[config.mk]
export PLATFORM = sky130hd
export DESIGN_NAME = lane_dram_seq
export DESIGN_NICKNAME = d
export VERILOG_FILES = /design/src/rtl/lds_pkg.sv /design/src/rtl/lds_refresh_timer.sv /design/src/rtl/lds_mode_guard.sv /design/src/rtl/lds_cycle_fsm.sv /design/src/rtl/lane_dram_seq.sv
export SDC_FILE = /design/constraint.sdc
export NUM_CORES = 1
export LEC_CHECK = 0
export BUFFER_PORTS_ARGS = -buffer_cell sky130_fd_sc_hd__buf_2
export CAP_MARGIN = 30
export CORE_MARGIN = 4
export CORE_UTILIZATION = 46
export DETAILED_ROUTE_END_ITERATION = 8
export PLACE_DENSITY = 0.84
export SETUP_SLACK_MARGIN = 0.2
export SYNTH_ARGS = -nofsm -noshare
export SYNTH_HDL_FRONTEND = slang
export SYNTH_SLANG_ARGS = --single-unit
[constraint.sdc]
create_clock -name clk -period 1.9 [get_ports clk]
set_input_delay 0.19 -clock clk [delete_from_list [all_inputs] [get_ports clk]]
set_output_delay 0.19 -clock clk [all_outputs]
set_load 0.02 [all_outputs]
[src/rtl/lds_pkg.sv]
package lds_pkg;

  typedef enum logic [2:0] {
    ST_IDLE,
    ST_ROW,
    ST_GAP,
    ST_SETUP,
    ST_CAS,
    ST_PRE,
    ST_RCAS,
    ST_RRAS
  } seq_state_t;

  typedef enum logic {
    WM_EARLY = 1'b0,
    WM_LATE  = 1'b1
  } wmode_t;

  localparam int NUM_LANES = 2;

endpackage

[src/rtl/lds_refresh_timer.sv]
module lds_refresh_timer #(
  parameter int REF_INT = 781
) (
  input  logic clk,
  input  logic rst,
  input  logic take,
  output logic pending
);
  localparam int RT_W = $clog2(REF_INT + 1);

  logic [RT_W-1:0] tick_q;
  logic            tick;

  assign tick = (tick_q == '0);

  always_ff @(posedge clk) begin
    if (rst) begin
      tick_q  <= RT_W'(REF_INT - 1);
      pending <= 1'b0;
    end else begin
      tick_q <= tick ? RT_W'(REF_INT - 1) : tick_q - 1'b1;
      if (tick)
        pending <= 1'b1;
      else if (take)
        pending <= 1'b0;
    end
  end

endmodule

[src/rtl/lds_mode_guard.sv]
module lds_mode_guard
  import lds_pkg::*;
(
  input  logic clk,
  input  logic rst,
  input  logic accept,
  input  logic is_write,
  input  logic is_late,
  output logic need_gap
);
  logic   seen_q;
  wmode_t last_q;
  wmode_t this_mode;

  assign this_mode = is_late ? WM_LATE : WM_EARLY;
  assign need_gap  = is_write && seen_q && (last_q != this_mode);

  always_ff @(posedge clk) begin
    if (rst) begin
      seen_q <= 1'b0;
      last_q <= WM_EARLY;
    end else if (accept && is_write) begin
      seen_q <= 1'b1;
      last_q <= this_mode;
    end
  end

endmodule

[src/rtl/lds_cycle_fsm.sv]
module lds_cycle_fsm
  import lds_pkg::*;
#(
  parameter int ROW_W  = 10,
  parameter int COL_W  = 10,
  parameter int LANE_W = 8,
  parameter int T_RCD  = 2,
  parameter int T_GAP  = 2,
  parameter int T_CAS  = 3,
  parameter int T_RP   = 2,
  parameter int T_CSR  = 1,
  parameter int T_RAS  = 3
) (
  input  logic                        clk,
  input  logic                        rst,
  input  logic                        go_req,
  input  logic                        go_ref,
  input  logic [ROW_W-1:0]            in_row,
  input  logic [COL_W-1:0]            in_col,
  input  logic [NUM_LANES-1:0]        in_mask,
  input  logic                        in_write,
  input  logic                        in_late,
  input  logic                        in_gap,
  input  logic [NUM_LANES*LANE_W-1:0] in_wdata,
  input  logic [NUM_LANES*LANE_W-1:0] dq_in,
  output logic                        idle,
  output logic                        ras_n,
  output logic [NUM_LANES-1:0]        cas_n,
  output logic                        we_n,
  output logic [((ROW_W > COL_W) ? ROW_W : COL_W)-1:0] addr,
  output logic [NUM_LANES*LANE_W-1:0] dq_out,
  output logic                        dq_oe,
  output logic                        rd_valid,
  output logic [NUM_LANES*LANE_W-1:0] rd_data
);
  localparam int DA_W  = (ROW_W > COL_W) ? ROW_W : COL_W;
  localparam int DW    = NUM_LANES * LANE_W;
  localparam int MAXT  = (T_RCD > T_CAS ? T_RCD : T_CAS) + T_GAP + T_RP + T_CSR + T_RAS;
  localparam int CNT_W = $clog2(MAXT + 1) + 1;

  seq_state_t           st_q, st_d;
  logic [CNT_W-1:0]     cnt_q, cnt_d;
  logic [ROW_W-1:0]     row_q, row_d;
  logic [COL_W-1:0]     col_q, col_d;
  logic [NUM_LANES-1:0] mask_q, mask_d;
  logic                 write_q, write_d;
  logic                 late_q, late_d;
  logic                 gap_q, gap_d;
  logic [DW-1:0]        wdata_q, wdata_d;

  logic                 ras_n_d, we_n_d, dq_oe_d;
  logic [NUM_LANES-1:0] cas_n_d;
  logic [DA_W-1:0]      addr_d;
  logic                 cnt_zero;

  assign cnt_zero = (cnt_q == '0);

  // next-state and request capture
  always_comb begin
    st_d    = st_q;
    cnt_d   = cnt_zero ? cnt_q : cnt_q - 1'b1;
    row_d   = row_q;
    col_d   = col_q;
    mask_d  = mask_q;
    write_d = write_q;
    late_d  = late_q;
    gap_d   = gap_q;
    wdata_d = wdata_q;
    unique case (st_q)
      ST_IDLE: begin
        if (go_ref) begin
          st_d  = ST_RCAS;
          cnt_d = CNT_W'(T_CSR - 1);
        end else if (go_req) begin
          st_d    = ST_ROW;
          cnt_d   = CNT_W'(T_RCD - 1);
          row_d   = in_row;
          col_d   = in_col;
          mask_d  = in_mask;
          write_d = in_write;
          late_d  = in_late;
          gap_d   = in_gap;
          wdata_d = in_wdata;
        end
      end
      ST_ROW: begin
        if (cnt_zero) begin
          if (gap_q) begin
            st_d  = ST_GAP;
            cnt_d = CNT_W'(T_GAP - 1);
          end else begin
            st_d  = ST_SETUP;
            cnt_d = '0;
          end
        end
      end
      ST_GAP: begin
        if (cnt_zero) begin
          st_d  = ST_SETUP;
          cnt_d = '0;
        end
      end
      ST_SETUP: begin
        st_d  = ST_CAS;
        cnt_d = CNT_W'(T_CAS - 1);
      end
      ST_CAS: begin
        if (cnt_zero) begin
          st_d  = ST_PRE;
          cnt_d = CNT_W'(T_RP - 1);
        end
      end
      ST_PRE: begin
        if (cnt_zero) st_d = ST_IDLE;
      end
      ST_RCAS: begin
        if (cnt_zero) begin
          st_d  = ST_RRAS;
          cnt_d = CNT_W'(T_RAS - 1);
        end
      end
      ST_RRAS: begin
        if (cnt_zero) begin
          st_d  = ST_PRE;
          cnt_d = CNT_W'(T_RP - 1);
        end
      end
      default: st_d = ST_IDLE;
    endcase
  end

  // output decode from the next state, registered below
  always_comb begin
    ras_n_d = 1'b1;
    cas_n_d = '1;
    we_n_d  = 1'b1;
    dq_oe_d = 1'b0;
    addr_d  = '0;
    unique case (st_d)
      ST_ROW: begin
        ras_n_d = 1'b0;
        addr_d  = DA_W'(row_d);
      end
      ST_GAP: begin
        ras_n_d = 1'b0;
        addr_d  = DA_W'(col_d);
      end
      ST_SETUP: begin
        ras_n_d = 1'b0;
        addr_d  = DA_W'(col_d);
        we_n_d  = !(write_d && !late_d);
        dq_oe_d = write_d;
      end
      ST_CAS: begin
        ras_n_d = 1'b0;
        addr_d  = DA_W'(col_d);
        for (int l = 0; l < NUM_LANES; l++)
          cas_n_d[l] = !mask_d[l];
        we_n_d  = !(write_d && (!late_d || (cnt_d != CNT_W'(T_CAS - 1))));
        dq_oe_d = write_d;
      end
      ST_RCAS: cas_n_d = '0;
      ST_RRAS: begin
        cas_n_d = '0;
        ras_n_d = 1'b0;
      end
      default: ;
    endcase
  end

  always_ff @(posedge clk) begin
    if (rst) begin
      st_q     <= ST_IDLE;
      cnt_q    <= '0;
      row_q    <= '0;
      col_q    <= '0;
      mask_q   <= '0;
      write_q  <= 1'b0;
      late_q   <= 1'b0;
      gap_q    <= 1'b0;
      wdata_q  <= '0;
      ras_n    <= 1'b1;
      cas_n    <= '1;
      we_n     <= 1'b1;
      dq_oe    <= 1'b0;
      addr     <= '0;
      rd_valid <= 1'b0;
      rd_data  <= '0;
    end else begin
      st_q     <= st_d;
      cnt_q    <= cnt_d;
      row_q    <= row_d;
      col_q    <= col_d;
      mask_q   <= mask_d;
      write_q  <= write_d;
      late_q   <= late_d;
      gap_q    <= gap_d;
      wdata_q  <= wdata_d;
      ras_n    <= ras_n_d;
      cas_n    <= cas_n_d;
      we_n     <= we_n_d;
      dq_oe    <= dq_oe_d;
      addr     <= addr_d;
      rd_valid <= (st_q == ST_CAS) && cnt_zero && !write_q;
      if ((st_q == ST_CAS) && cnt_zero && !write_q)
        rd_data <= dq_in;
    end
  end

  assign idle   = (st_q == ST_IDLE);
  assign dq_out = wdata_q;

endmodule

[src/rtl/lane_dram_seq.sv]
module lane_dram_seq
  import lds_pkg::*;
#(
  parameter int ROW_W    = 10,
  parameter int COL_W    = 10,
  parameter int LANE_W   = 8,
  parameter int CLK_HZ   = 50_000_000,
  parameter int REF_MS   = 16,
  parameter int REF_ROWS = 1024,
  parameter int T_RCD    = 2,
  parameter int T_GAP    = 2,
  parameter int T_CAS    = 3,
  parameter int T_RP     = 2,
  parameter int T_CSR    = 1,
  parameter int T_RAS    = 3
) (
  input  logic                                         clk,
  input  logic                                         rst,
  input  logic                                         req_valid,
  output logic                                         req_ready,
  input  logic [ROW_W+COL_W-1:0]                       req_addr,
  input  logic [1:0]                                   req_mask,
  input  logic                                         req_write,
  input  logic                                         req_late,
  input  logic [2*LANE_W-1:0]                          req_wdata,
  output logic                                         rsp_valid,
  output logic [2*LANE_W-1:0]                          rsp_rdata,
  output logic                                         dram_ras_n,
  output logic                                         dram_casl_n,
  output logic                                         dram_cash_n,
  output logic                                         dram_we_n,
  output logic [((ROW_W > COL_W) ? ROW_W : COL_W)-1:0] dram_addr,
  output logic [2*LANE_W-1:0]                          dram_dq_out,
  output logic                                         dram_dq_oe,
  input  logic [2*LANE_W-1:0]                          dram_dq_in
);
  localparam int REF_INT = CLK_HZ / 1000 * REF_MS / REF_ROWS;

  logic                 ref_pend, fsm_idle, accept, go_ref, need_gap;
  logic [NUM_LANES-1:0] cas_n;

  assign req_ready = fsm_idle && !ref_pend;
  assign accept    = req_valid && req_ready;
  assign go_ref    = fsm_idle && ref_pend;

  lds_refresh_timer #(.REF_INT(REF_INT)) u_timer (
    .clk     (clk),
    .rst     (rst),
    .take    (go_ref),
    .pending (ref_pend)
  );

  lds_mode_guard u_guard (
    .clk      (clk),
    .rst      (rst),
    .accept   (accept),
    .is_write (req_write),
    .is_late  (req_late),
    .need_gap (need_gap)
  );

  lds_cycle_fsm #(
    .ROW_W(ROW_W), .COL_W(COL_W), .LANE_W(LANE_W),
    .T_RCD(T_RCD), .T_GAP(T_GAP), .T_CAS(T_CAS),
    .T_RP(T_RP), .T_CSR(T_CSR), .T_RAS(T_RAS)
  ) u_fsm (
    .clk      (clk),
    .rst      (rst),
    .go_req   (accept),
    .go_ref   (go_ref),
    .in_row   (req_addr[ROW_W+COL_W-1:COL_W]),
    .in_col   (req_addr[COL_W-1:0]),
    .in_mask  (req_mask),
    .in_write (req_write),
    .in_late  (req_late),
    .in_gap   (need_gap),
    .in_wdata (req_wdata),
    .dq_in    (dram_dq_in),
    .idle     (fsm_idle),
    .ras_n    (dram_ras_n),
    .cas_n    (cas_n),
    .we_n     (dram_we_n),
    .addr     (dram_addr),
    .dq_out   (dram_dq_out),
    .dq_oe    (dram_dq_oe),
    .rd_valid (rsp_valid),
    .rd_data  (rsp_rdata)
  );

  assign dram_casl_n = cas_n[0];
  assign dram_cash_n = cas_n[1];

endmodule

==> impl_metrics.env <==
export IMPL_status="complete, but fails checks"
export IMPL_violations="negative setup slack"
export IMPL_drv_cap=0
export IMPL_gp_congestion=0.8721
export IMPL_antenna_found_initial=0
export IMPL_setup_viol=29
export IMPL_boundaryPins=108
export IMPL_arrival_ns=2.29
export IMPL_path_class="reg -> reg"
export IMPL_cts_tree="built"
export IMPL_grt_max_degree=40
export IMPL_ir_drop_mv=0.8361
export IMPL_start_kind="register"
export IMPL_area_sequential_um2=1893
export IMPL_p_int_mw=4.586
export IMPL_synthTopCellsByArea="dfxtp_1 51%, nand2_1 12%, a21oi_1 9.3%"
export IMPL_seqPwrFrac=0.323
export IMPL_r2r_start="u_fsm.cnt_q[1]"
export IMPL_fin_ws_ns=-0.1392
export IMPL_first_global_vias=3524
export IMPL_worst_clock_skew_ns=0.01821
export IMPL_min_from="req_wdata[5]"
export IMPL_fin_nets=657
export IMPL_synth_commonest_cells="123 x nand2_1, 94 x dfxtp_1, 69 x a21oi_1"
export IMPL_clock_latency_ns=0.37
export IMPL_rsz0062_at_grt="yes"
export IMPL_numCtsBuffers=9
export IMPL_synth_seq_cells=94
export IMPL_cts_sinks=94
export IMPL_fp_dieH_um=97.65
export IMPL_drt_initial_drc_count=242
export IMPL_max_stage_delay_ns=0.57
export IMPL_syn_inst=444
export IMPL_num_rows=32
export IMPL_slew_headroom=0.6659
export IMPL_async_flop_share=0
export IMPL_hold_depth=3
export IMPL_p_sw_mw=2.976
export IMPL_clockRootBuffer="clkbuf_8"
export IMPL_layout_drive_gt1_share=0.4457
export IMPL_place_port_buffers=107
export IMPL_hold_viol_final=0
export IMPL_yosys_area_top_type_share=0.5090
export IMPL_ant_nets=0
export IMPL_dpl_hpwl_um=6582
export IMPL_vias=3679
export IMPL_crit_buf_inv=2
export IMPL_r2r_end="u_fsm.addr[2]"
export IMPL_crit_family="multiplexers"
export IMPL_avgSynthCellArea_um2=8.327
export IMPL_dieArea_um2=9536
export IMPL_max_clock_freq_ghz=0.4904
export IMPL_cp_end_kind="register"
export IMPL_synthFlopType="dfxtp_1"
export IMPL_pwr_share_clk=0.173
export IMPL_drc=0
export IMPL_power_density_nw_per_um2=1386
export IMPL_wl_per_cell_um=15.18
export IMPL_core_area_um2=7767
export IMPL_min_path_type="in -> reg"
export IMPL_p_leak_nw=2.316
export IMPL_clk_pin_slew_ns=0.11
export IMPL_period_share=1.073
export IMPL_share_comb_of_total_power=0.504
export IMPL_drv_slew=0
export IMPL_syn_cell_area_um2=3697
export IMPL_antenna_cells=0
export IMPL_yosys_area_top_type="dfxtp_1"
export IMPL_synth_edf_count=0
export IMPL_cts_max_level=3
export IMPL_synth_net_count=507
export IMPL_multi_input_area_um2=2057
export IMPL_cp_data_required_time_ns=2.15
export IMPL_grt_pass1_wl_um=15940
export IMPL_firstDrtPassIters=4
export IMPL_switching_share=0.3936
export IMPL_synth_cell_types=53
export IMPL_worstPathCellList="inv_2 > ha_4 > nor4b_4 > buf_6 > o21ai_2 > mux4_2 > a2bb2oi_4 > a22o_1"
export IMPL_fillers=581
export IMPL_reg2reg_depth=8
export IMPL_worst_path_max_fanout=5
export IMPL_p_total_mw=7.562
export IMPL_die_x_um=97.65
export IMPL_start_util=0.4760
export IMPL_yosysMostFrequentCell="nand2_1"
export IMPL_syn2layout_area_growth_pct=47.55
export IMPL_critPathSlowestCell="mux4_2"
export IMPL_grt_usage=0.1988
export IMPL_vias_per_cell=5.248
export IMPL_clock_path_buffers=2
export IMPL_synth_seq_area_share=0.5090
export IMPL_ff2ff_setup_slack_ns=-0.14
export IMPL_yosysWarnings=0
export IMPL_whs_endpoint="u_fsm.dq_out[5]"
export IMPL_grt_overflow=0
export IMPL_wl_um=10640
export IMPL_tightest_slew_ns=0.5011
export IMPL_post_route_min_period_ns=2.039
export IMPL_dp_worst_setup_slack_ns=-0.1106
power by group through the flow:
stage	combinational [mW]	sequential, mW	clock (mW)
5_1_grt	4.06	2.47	1.42
4_1_cts	3.05	2.44	1.33
3_5_place_dp	2.70	2.48	0
3_3_place_gp	2.63	2.47	0
2_1_floorplan	1.63	2.65	0
6_report	3.81	2.45	1.31
tightest hold or removal path, stage by stage:
cell     delay (ns)
buf_2          0.10
nand2_1        0.04
a21oi_1        0.05
cells by family after synthesis:
kind of cell | count (synthesis) | synth area share
xor gates and xnor gates | 10 | 0.02369
adders and majority gates | 4 | 0.01354
buffers and inverters | 39 | 0.04298
muxes | 3 | 0.01184
and+or+nand+nor | 184 | 0.2193
AOI/OAI and AO/OA | 110 | 0.1797
DFF | 94 | 0.5090
worst max-delay path by stage:
stage	start	end	depth (start not counted)
floorplan	u_fsm.cnt_q[0]	u_fsm.addr[9]	7
global placement	u_fsm.cnt_q[1]	u_fsm.addr[7]	7
detailed placement	u_fsm.cnt_q[0]	u_fsm.addr[7]	7
CTS	u_fsm.cnt_q[1]	u_fsm.addr[2]	8
global route	u_fsm.cnt_q[0]	u_fsm.addr[3]	9
finish	u_fsm.cnt_q[1]	u_fsm.addr[2]	8
through the flow:
| stage | instance area [um^2] | TNS [ns] | util | cells | hold slack, ns |
|---|---|---|---|---|---|
| after CTS | 4991 | -0.7117 | 0.6426 | 684 | 0.04861 |
| after floorplan | 3775 | -1.928 | - | 444 | 0.3260 |
| final | 5455 | -1.524 | 0.7023 | 701 | 0.05814 |
| after global placement | 4567 | -0.6904 | 0.5880 | 657 | 0.4303 |
| after detailed placement | 4567 | -1.480 | 0.5880 | 657 | 0.4381 |
| after global routing | 5455 | -4.062 | 0.7023 | 701 | 0.06124 |
layer usage:
metal | GRT usage | up-vias | wire [um]
met3 | 0.04523 | 15 | 639
met1 | 0.2315 | 1738 | 4357
li1 | - | 1807 | -
met5 | 0 | - | 0
met2 | 0.3542 | 119 | 5496
met4 | 0.07348 | 0 | 144
sequential cells by signal, indices dropped and copies added, names as in the netlist, 2 cells and up:
| register | count |
|---|---|
| u_fsm.row_q | 10 |
| u_fsm.addr | 10 |
| u_fsm.cas_n | 2 |
| u_fsm.mask_q | 2 |
| u_fsm.dq_out | 16 |
| u_fsm.col_q | 10 |
| u_fsm.rd_data | 16 |
| u_fsm.st_q | 3 |
| u_fsm.cnt_q | 5 |
| u_timer.tick_q | 10 |
cell usage in the layout, fill, tap and decap left out, types with 4 or more instances in the layout:
master	n
clkbuf_16	4
buf_2	106
o21ai_0	5
nand3_1	5
xor2_1	4
nand2_2	12
inv_2	5
xnor2_1	6
nor2_1	22
nand2_4	10
a21oi_2	24
a21oi_1	45
clkbuf_8	9
a22o_1	10
dfxtp_1	89
inv_1	5
nand2_1	101
buf_6	13
buf_4	39
cell type report:
cell class / instances / area share
Clock buffer: 9 / 0.02271
Clock inverter: 7 / 0.01330
Inverter: 11 / 0.008028
Multi-Input combinational cell: 312 / 0.3771
Sequential cell: 94 / 0.3470
Tap cell: 102 / 0.02339
Timing Repair Buffer: 165 / 0.2071
Timing Repair inverter: 1 / 0.001376
timing repair:
item / 4_1_cts / 5_1_grt
pin swaps: 22 / 46
endpoints found under the hold margin: 0 / 0
setup buffers: 8 / 12
hold buffers: 0 / 0
cloned: 3 / 5
gates resized for setup: 41 / 69
endpoints found under the setup margin: 54 / 57
(Power assumes the default switching activity.)
